## src/rtl/rxb_pkg.sv

```systemverilog
package rxb_pkg;
  typedef enum logic [1:0] {
    TRIG_1  = 2'b00,
    TRIG_4  = 2'b01,
    TRIG_8  = 2'b10,
    TRIG_14 = 2'b11
  } trig_sel_e;

  localparam int CW_EN     = 0;
  localparam int CW_RXCLR  = 1;
  localparam int CW_TXCLR  = 2;
  localparam int CW_TRIGLO = 4;

  function automatic int unsigned trig_threshold(trig_sel_e s);
    case (s)
      TRIG_1:  return 1;
      TRIG_4:  return 4;
      TRIG_8:  return 8;
      default: return 14;
    endcase
  endfunction
endpackage

```

## src/rtl/rxb_ctrl.sv

```systemverilog
module rxb_ctrl
  import rxb_pkg::*;
#(
  parameter int CW = 8
) (
  input  logic          clk,
  input  logic          rst,
  input  logic          wr,
  input  logic [CW-1:0] wdata,
  output logic          fifo_on,
  output trig_sel_e     trig_sel,
  output logic          rx_clr,
  output logic          tx_clr
);
  always_ff @(posedge clk) begin
    if (rst) begin
      fifo_on  <= 1'b1;
      trig_sel <= TRIG_1;
      rx_clr   <= 1'b0;
      tx_clr   <= 1'b0;
    end else if (wr) begin
      fifo_on <= wdata[CW_EN];
      if (wdata[CW_EN]) begin
        trig_sel <= trig_sel_e'(wdata[CW_TRIGLO +: 2]);
        rx_clr   <= wdata[CW_RXCLR];
        tx_clr   <= wdata[CW_TXCLR];
      end else begin
        rx_clr <= 1'b0;
        tx_clr <= 1'b0;
      end
    end else begin
      rx_clr <= 1'b0;
      tx_clr <= 1'b0;
    end
  end

  assert_rxclr_pulse_R8: assert property (@(posedge clk) disable iff (rst)
    (rx_clr && !wr) |=> !rx_clr);
  assert_txclr_pulse_R9: assert property (@(posedge clk) disable iff (rst)
    (tx_clr && !wr) |=> !tx_clr);
  assert_trig_hold_R10: assert property (@(posedge clk) disable iff (rst)
    (wr && !wdata[CW_EN]) |=> ($stable(trig_sel) && !rx_clr && !tx_clr));
endmodule

```

## src/rtl/rxb_fifo.sv

```systemverilog
module rxb_fifo #(
  parameter int DATA_W = 8,
  parameter int DEPTH  = 16,
  localparam int AW    = $clog2(DEPTH),
  localparam int CNT_W = $clog2(DEPTH + 1)
) (
  input  logic              clk,
  input  logic              rst,
  input  logic              clr,
  input  logic              push,
  input  logic [DATA_W-1:0] wdata,
  input  logic              pop,
  output logic [DATA_W-1:0] rdata,
  output logic [CNT_W-1:0]  count,
  output logic [CNT_W-1:0]  count_next,
  output logic              ovf_evt
);
  logic [DATA_W-1:0] mem [DEPTH];
  logic [AW-1:0]     wptr, rptr;
  logic              full, empty, push_ok, pop_ok;

  assign full    = (count == CNT_W'(DEPTH));
  assign empty   = (count == '0);
  assign pop_ok  = pop && !empty && !clr;
  assign push_ok = push && !clr && (!full || pop_ok);
  assign ovf_evt = push && !clr && full && !pop_ok;

  function automatic logic [AW-1:0] bump(input logic [AW-1:0] p);
    return (p == AW'(DEPTH - 1)) ? '0 : p + 1'b1;
  endfunction

  always_comb begin
    if (clr) count_next = '0;
    else     count_next = count + CNT_W'(push_ok) - CNT_W'(pop_ok);
  end

  always_ff @(posedge clk) begin
    if (push_ok) mem[wptr] <= wdata;
  end

  always_ff @(posedge clk) begin
    if (rst)         rdata <= '0;
    else if (pop_ok) rdata <= mem[rptr];
  end

  always_ff @(posedge clk) begin
    if (rst || clr) begin
      wptr  <= '0;
      rptr  <= '0;
      count <= '0;
    end else begin
      if (push_ok) wptr <= bump(wptr);
      if (pop_ok)  rptr <= bump(rptr);
      count <= count_next;
    end
  end

  assert_no_overflow_R3: assert property (@(posedge clk) disable iff (rst)
    count <= CNT_W'(DEPTH));
  assert_full_drop_R3: assert property (@(posedge clk) disable iff (rst)
    (full && push && !pop && !clr) |=> (count == CNT_W'(DEPTH) && $stable(wptr)));
  assert_full_swap_R4: assert property (@(posedge clk) disable iff (rst)
    (full && push && pop && !clr) |=> count == CNT_W'(DEPTH));
  assert_empty_pop_R2: assert property (@(posedge clk) disable iff (rst)
    (empty && pop) |=> $stable(rdata));
  assert_clear_empties_R8: assert property (@(posedge clk) disable iff (rst)
    clr |=> count == '0);
endmodule

```

## src/rtl/rxb_status.sv

```systemverilog
module rxb_status
  import rxb_pkg::*;
#(
  parameter int CNT_W = 5
) (
  input  logic             clk,
  input  logic             rst,
  input  logic             ovf_evt,
  input  logic             lsr_rd,
  input  logic [CNT_W-1:0] count,
  input  logic [CNT_W-1:0] count_next,
  input  trig_sel_e        trig_sel,
  output logic             overrun,
  output logic             data_ready,
  output logic             trig_irq
);
  always_ff @(posedge clk) begin
    if (rst) begin
      overrun    <= 1'b0;
      data_ready <= 1'b0;
      trig_irq   <= 1'b0;
    end else begin
      if (ovf_evt)     overrun <= 1'b1;
      else if (lsr_rd) overrun <= 1'b0;
      data_ready <= (count_next != '0);
      trig_irq   <= (32'(count_next) >= trig_threshold(trig_sel));
    end
  end

  assert_ovr_set_R3: assert property (@(posedge clk) disable iff (rst)
    ovf_evt |=> overrun);
  assert_ovr_clear_R5: assert property (@(posedge clk) disable iff (rst)
    (lsr_rd && !ovf_evt) |=> !overrun);
  assert_ovr_sticky_R5: assert property (@(posedge clk) disable iff (rst)
    (overrun && !lsr_rd) |=> overrun);
  assert_ready_level_R6: assert property (@(posedge clk) disable iff (rst)
    data_ready == (count != '0));
endmodule

```

## src/rtl/rx_char_buffer.sv

```systemverilog
module rx_char_buffer
  import rxb_pkg::*;
#(
  parameter int DATA_W = 8,
  parameter int DEPTH  = 16,
  parameter int CW     = 8,
  localparam int CNT_W = $clog2(DEPTH + 1)
) (
  input  logic              clk,
  input  logic              rst,
  input  logic              char_valid,
  input  logic [DATA_W-1:0] char_data,
  input  logic              pop_req,
  output logic [DATA_W-1:0] rx_data,
  input  logic              lsr_rd,
  input  logic              ctrl_wr,
  input  logic [CW-1:0]     ctrl_wdata,
  output logic              data_ready,
  output logic              overrun,
  output logic              trig_irq,
  output logic [CNT_W-1:0]  rx_level,
  output logic              tx_ptr_clr,
  output logic              fifo_on
);
  trig_sel_e        trig_sel;
  logic             rx_clr, ovf_evt;
  logic [CNT_W-1:0] count_next;

  rxb_ctrl #(.CW(CW)) ctrl_i (
    .clk(clk), .rst(rst), .wr(ctrl_wr), .wdata(ctrl_wdata),
    .fifo_on(fifo_on), .trig_sel(trig_sel), .rx_clr(rx_clr), .tx_clr(tx_ptr_clr)
  );

  rxb_fifo #(.DATA_W(DATA_W), .DEPTH(DEPTH)) fifo_i (
    .clk(clk), .rst(rst), .clr(rx_clr), .push(char_valid), .wdata(char_data),
    .pop(pop_req), .rdata(rx_data), .count(rx_level), .count_next(count_next),
    .ovf_evt(ovf_evt)
  );

  rxb_status #(.CNT_W(CNT_W)) status_i (
    .clk(clk), .rst(rst), .ovf_evt(ovf_evt), .lsr_rd(lsr_rd),
    .count(rx_level), .count_next(count_next), .trig_sel(trig_sel),
    .overrun(overrun), .data_ready(data_ready), .trig_irq(trig_irq)
  );
endmodule

```

## config.mk

```make
export PLATFORM = sky130hd
export DESIGN_NAME = rx_char_buffer
export DESIGN_NICKNAME = d
export VERILOG_FILES = /design/src/rtl/rxb_pkg.sv /design/src/rtl/rxb_ctrl.sv /design/src/rtl/rxb_fifo.sv /design/src/rtl/rxb_status.sv /design/src/rtl/rx_char_buffer.sv
export SDC_FILE = /design/constraint.sdc
export NUM_CORES = 1
export LEC_CHECK = 0
export ABC_AREA = 1
export BUFFER_PORTS_ARGS = -buffer_cell sky130_fd_sc_hd__buf_4
export CORE_MARGIN = 4
export CORE_UTILIZATION = 35
export DETAILED_ROUTE_END_ITERATION = 6
export GPL_TIMING_DRIVEN = 1
export PLACE_DENSITY = 0.59
export SLEW_MARGIN = 20
export SYNTH_ARGS = -nofsm -noshare
export SYNTH_HDL_FRONTEND = slang
export SYNTH_SLANG_ARGS = --single-unit
```

## constraint.sdc

```tcl
create_clock -name clk -period 3.9 [get_ports clk]
set_clock_uncertainty 0.15 [all_clocks]
set_input_delay 0.195 -clock clk [delete_from_list [all_inputs] [get_ports clk]]
set_output_delay 0.195 -clock clk [all_outputs]
set_load 0.1 [all_outputs]
```

==> results.tsv <==
stage	metric	value	unit
yosys	distinct cell type count after synthesis	26	
timing	RSZ-0062 raised after global routing	no	
power	Peak VDD IR	0.3069	mV
detailed_routing	via count	4877	
timing	Worst-Margin Slew	0.9259	ns
status	status	finished clean	
yosys	gate count of the mapped netlist	715	
power	total power draw	5.148	mW
cells_and_area	post-layout util	0.4266	
critical_path	r2r startpoint	fifo_i.count[3]$_SDFF_PP0_	
yosys	number of synthesized flops with an enable pin	128	
clocking	Skew-Pair Late Insertion Delay	0.42	ns
placed_design	RD Place Congestion	0.7827	
placed_design	DP HPWL	9818	um
yosys	FF+latch count, synth	157	
yosys	multiplexer area fraction after synthesis	0	
yosys	Async SR Flop Fraction	0	
yosys	YS warnings	0	
critical_path	Worst EP arrival	3.26	ns
yosys	Area contributors post-synth	edfxtp_1, nand2_1, dfxtp_1	
critical_path	startpoint types	flop	
worst_hold_path	Hold Path End	ctrl_i.trig_sel[0]$_SDFFE_PP0P_	
yosys	Post-Synth Adder-Cell Area	0.02990	
power	leakage	3.529	nW
timing	Slew HR	0.3827	
timing	Final Cycle Share	0.7953	
cells_and_area	fillers	1875	
yosys	share of Yosys cell area claimed by the top area cell type	0.5533	
floorplan	core region area	19460	um2
global_routing	first-pass GRT wire length	24940	um
yosys	Cell Area, Synth	6947	um2
yosys	Post-Synth XOR/XNOR Area	0.002522	
timing	Hold Fails Final Rpt	0	
cells_and_area	share of layout cells above drive strength 1	0.1110	
detailed_routing	total routed wirelength	15830	um
clocking	post-cts resize count	0	
clocking	CTS Buffer Depth	2	
yosys	Yosys top cell by area	edfxtp_1	
job	max-cap violation count	0	
critical_path	CP required	4.06	ns
yosys	Seq/Total Area, Yosys	0.6369	
critical_path	CP max FO	19	
yosys	complex-gate fraction of the synthesized area	0.03260	
detailed_routing	wire per inst	14.96	um
floorplan	die height	148.9	um
cells_and_area	Post-layout nets	819	
yosys	most used flip-flop cell after synthesis	edfxtp_1	
cells_and_area	P&R area growth vs syn	19.52	%
timing	Pins Over Slew Limit	0	
critical_path	worst reg-to-reg path cell count	20	
clocking	H-tree depth	4	
global_routing	largest net degree at the start of global routing	68	
timing	f_max	0.3224	GHz
worst_hold_path	hold path start	ctrl_wdata[0]	
detailed_routing	drt first pass iters	5	
floorplan	Ports	40	
global_routing	grt ovf	0	
clocking	TritonCTS Buffers	17	
floorplan	row count	51	
detailed_routing	Residual DRC	0	
cells_and_area	ANT cells	0	
global_routing	Total GRT Usage	0.1488	
detailed_routing	vias per cell	4.610	
global_routing	initial antenna violation count	0	
yosys	largest family of logic cells by synthesized area	simple AND/OR/NAND/NOR gates	
yosys	synthesized area per cell	9.716	um2
power	PD cells	620.0	nW/um2
floorplan	die footprint	22170	um2
clocking	CTS Sinks	157	
yosys	Post-Synth Simple-Gate Area	0.2073	
worst_hold_path	hold crit path type	in -> reg	
timing	endpoints failing setup	0	
clocking	cts hold-fix bufs	21	
yosys	Synthesized Nets	753	
clocking	CTS tree	done	
yosys	cell with the most instances after synthesis	nand2_1	
yosys	Synth top cells by count	nand2_1, edfxtp_1, inv_1	
placed_design	I/O Buffers	36	
clocking	CTS Root Cell	clkbuf_16	
timing	fin crit period	3.102	ns
critical_path	critical path class	reg -> reg	
critical_path	CP Capture Type	flop	
global_routing	vias in the first global route	4584	
detailed_routing	Routed Antenna Nets	0	
detailed_routing	number of DRC markers in iteration 0	339	
timing	TNS Setup	0	ns
clocking	Reg clk slew, reported paths	0.06	ns
clocking	postcts setup bufs	0	
critical_path	Reg2Reg Capture Point	status_i.trig_irq$_SDFF_PP0_	
critical_path	internal reg-to-reg setup slack	0.80	ns
floorplan	die outline width	148.9	um
worst_hold_path	hold path cells	6	
floorplan	starting density of the core	0.3569	
==> cell type report <==
type,count,area (um2),area share
sequential,157,4425,0.5330
clock inverter,13,125.1,0.01507
inverter,129,484.2,0.05832
clock buffer,18,429.2,0.05169
tap,265,331.6,0.03993
timing repair buffer,75,615.6,0.07414
multi-input combinational,401,1892,0.2278
==> registers in the layout, indices dropped and copies added, names as in the netlist <==
register	flops
fifo_i.mem	128
ctrl_i.rx_clr	1
ctrl_i.fifo_on	1
fifo_i.rdata	8
ctrl_i.tx_clr	1
fifo_i.rptr	4
fifo_i.wptr	4
status_i.data_ready	1
fifo_i.count	5
status_i.trig_irq	1
status_i.overrun	1
ctrl_i.trig_sel	2
==> cell families after synthesis <==
kind of cell             after synthesis
AND/OR/NAND/NOR                      339
AO/OA/AOI/OAI                         44
adder cells (fa/ha/maj)               16
XOR/XNOR                               2
buffers and inverters                157
flip-flops                           157
==> worst max path at each step <==
stage,from,end,cells after the start
global route,fifo_i.count[2]$_SDFF_PP0_,status_i.trig_irq$_SDFF_PP0_,20
global placement,fifo_i.count[3]$_SDFF_PP0_,status_i.trig_irq$_SDFF_PP0_,20
detailed placement,fifo_i.count[3]$_SDFF_PP0_,status_i.trig_irq$_SDFF_PP0_,20
finish,fifo_i.count[3]$_SDFF_PP0_,status_i.trig_irq$_SDFF_PP0_,20
CTS,fifo_i.count[3]$_SDFF_PP0_,status_i.trig_irq$_SDFF_PP0_,20
floorplan,fifo_i.count[2]$_SDFF_PP0_,status_i.trig_irq$_SDFF_PP0_,21
==> cell usage in the layout (no fill, tap or decap), types with 3 or more instances in the layout <==
cell type      count
dfxtp_1           28
o21ai_0           18
edfxtp_1         128
inv_2              3
nand3_1          104
clkinv_1           5
buf_4             54
clkbuf_16         17
nor3_1            14
clkinv_2           4
nor2_1            31
a21oi_1           22
nand2_1          184
inv_1            124
dlygate4sd3_1     21
ha_1              15
==> power breakdown <==
group          leakage, nW  internal, mW  total (mW)  switching [mW]
clock network        0.272         0.929        1.56           0.627
registers             1.40          1.91        1.97          0.0597
logic                 1.86         0.436        1.62            1.18
==> metal layers <==
metal,wire [um],global-route usage,up-vias,share of wire
met5,0,0,-,0
met4,316,0.06041,0,0.020
met3,658,0.02796,25,0.042
met2,7426,0.2347,95,0.47
met1,7430,0.2033,2297,0.47
li1,-,-,2460,-
==> per-stage QoR <==
step	area [um2]	worst slack, ns	cells	hold slack, ns
2_1_floorplan	6947	0.1835	715	0.1439
3_3_place_gp	7538	0.8263	1006	0.2401
3_5_place_dp	7538	0.8016	1006	0.2620
4_1_cts	8303	0.7865	1058	0.04130
5_1_grt	8303	0.4793	1058	0.09912
6_report	8303	0.7984	1058	0.07642
==> worst max-delay path, stage by stage, from the launching register on <==
cell	delay (ns)
dfxtp_1	0.33
inv_1	0.08
ha_1	0.17
nand2_1	0.06
nor2_1	0.11
nand2_1	0.08
nand2_2	0.28
inv_2	0.14
ha_1	0.24
inv_1	0.07
fa_1	0.44
nor2_1	0.16
ha_1	0.24
o21ai_0	0.08
nand2_1	0.07
nand2_1	0.06
nand2_1	0.04
nand2_1	0.05
nand2_1	0.05
nand2_1	0.05
nand2_1	0.05
Note: power is estimated with default switching activity, not from simulation.
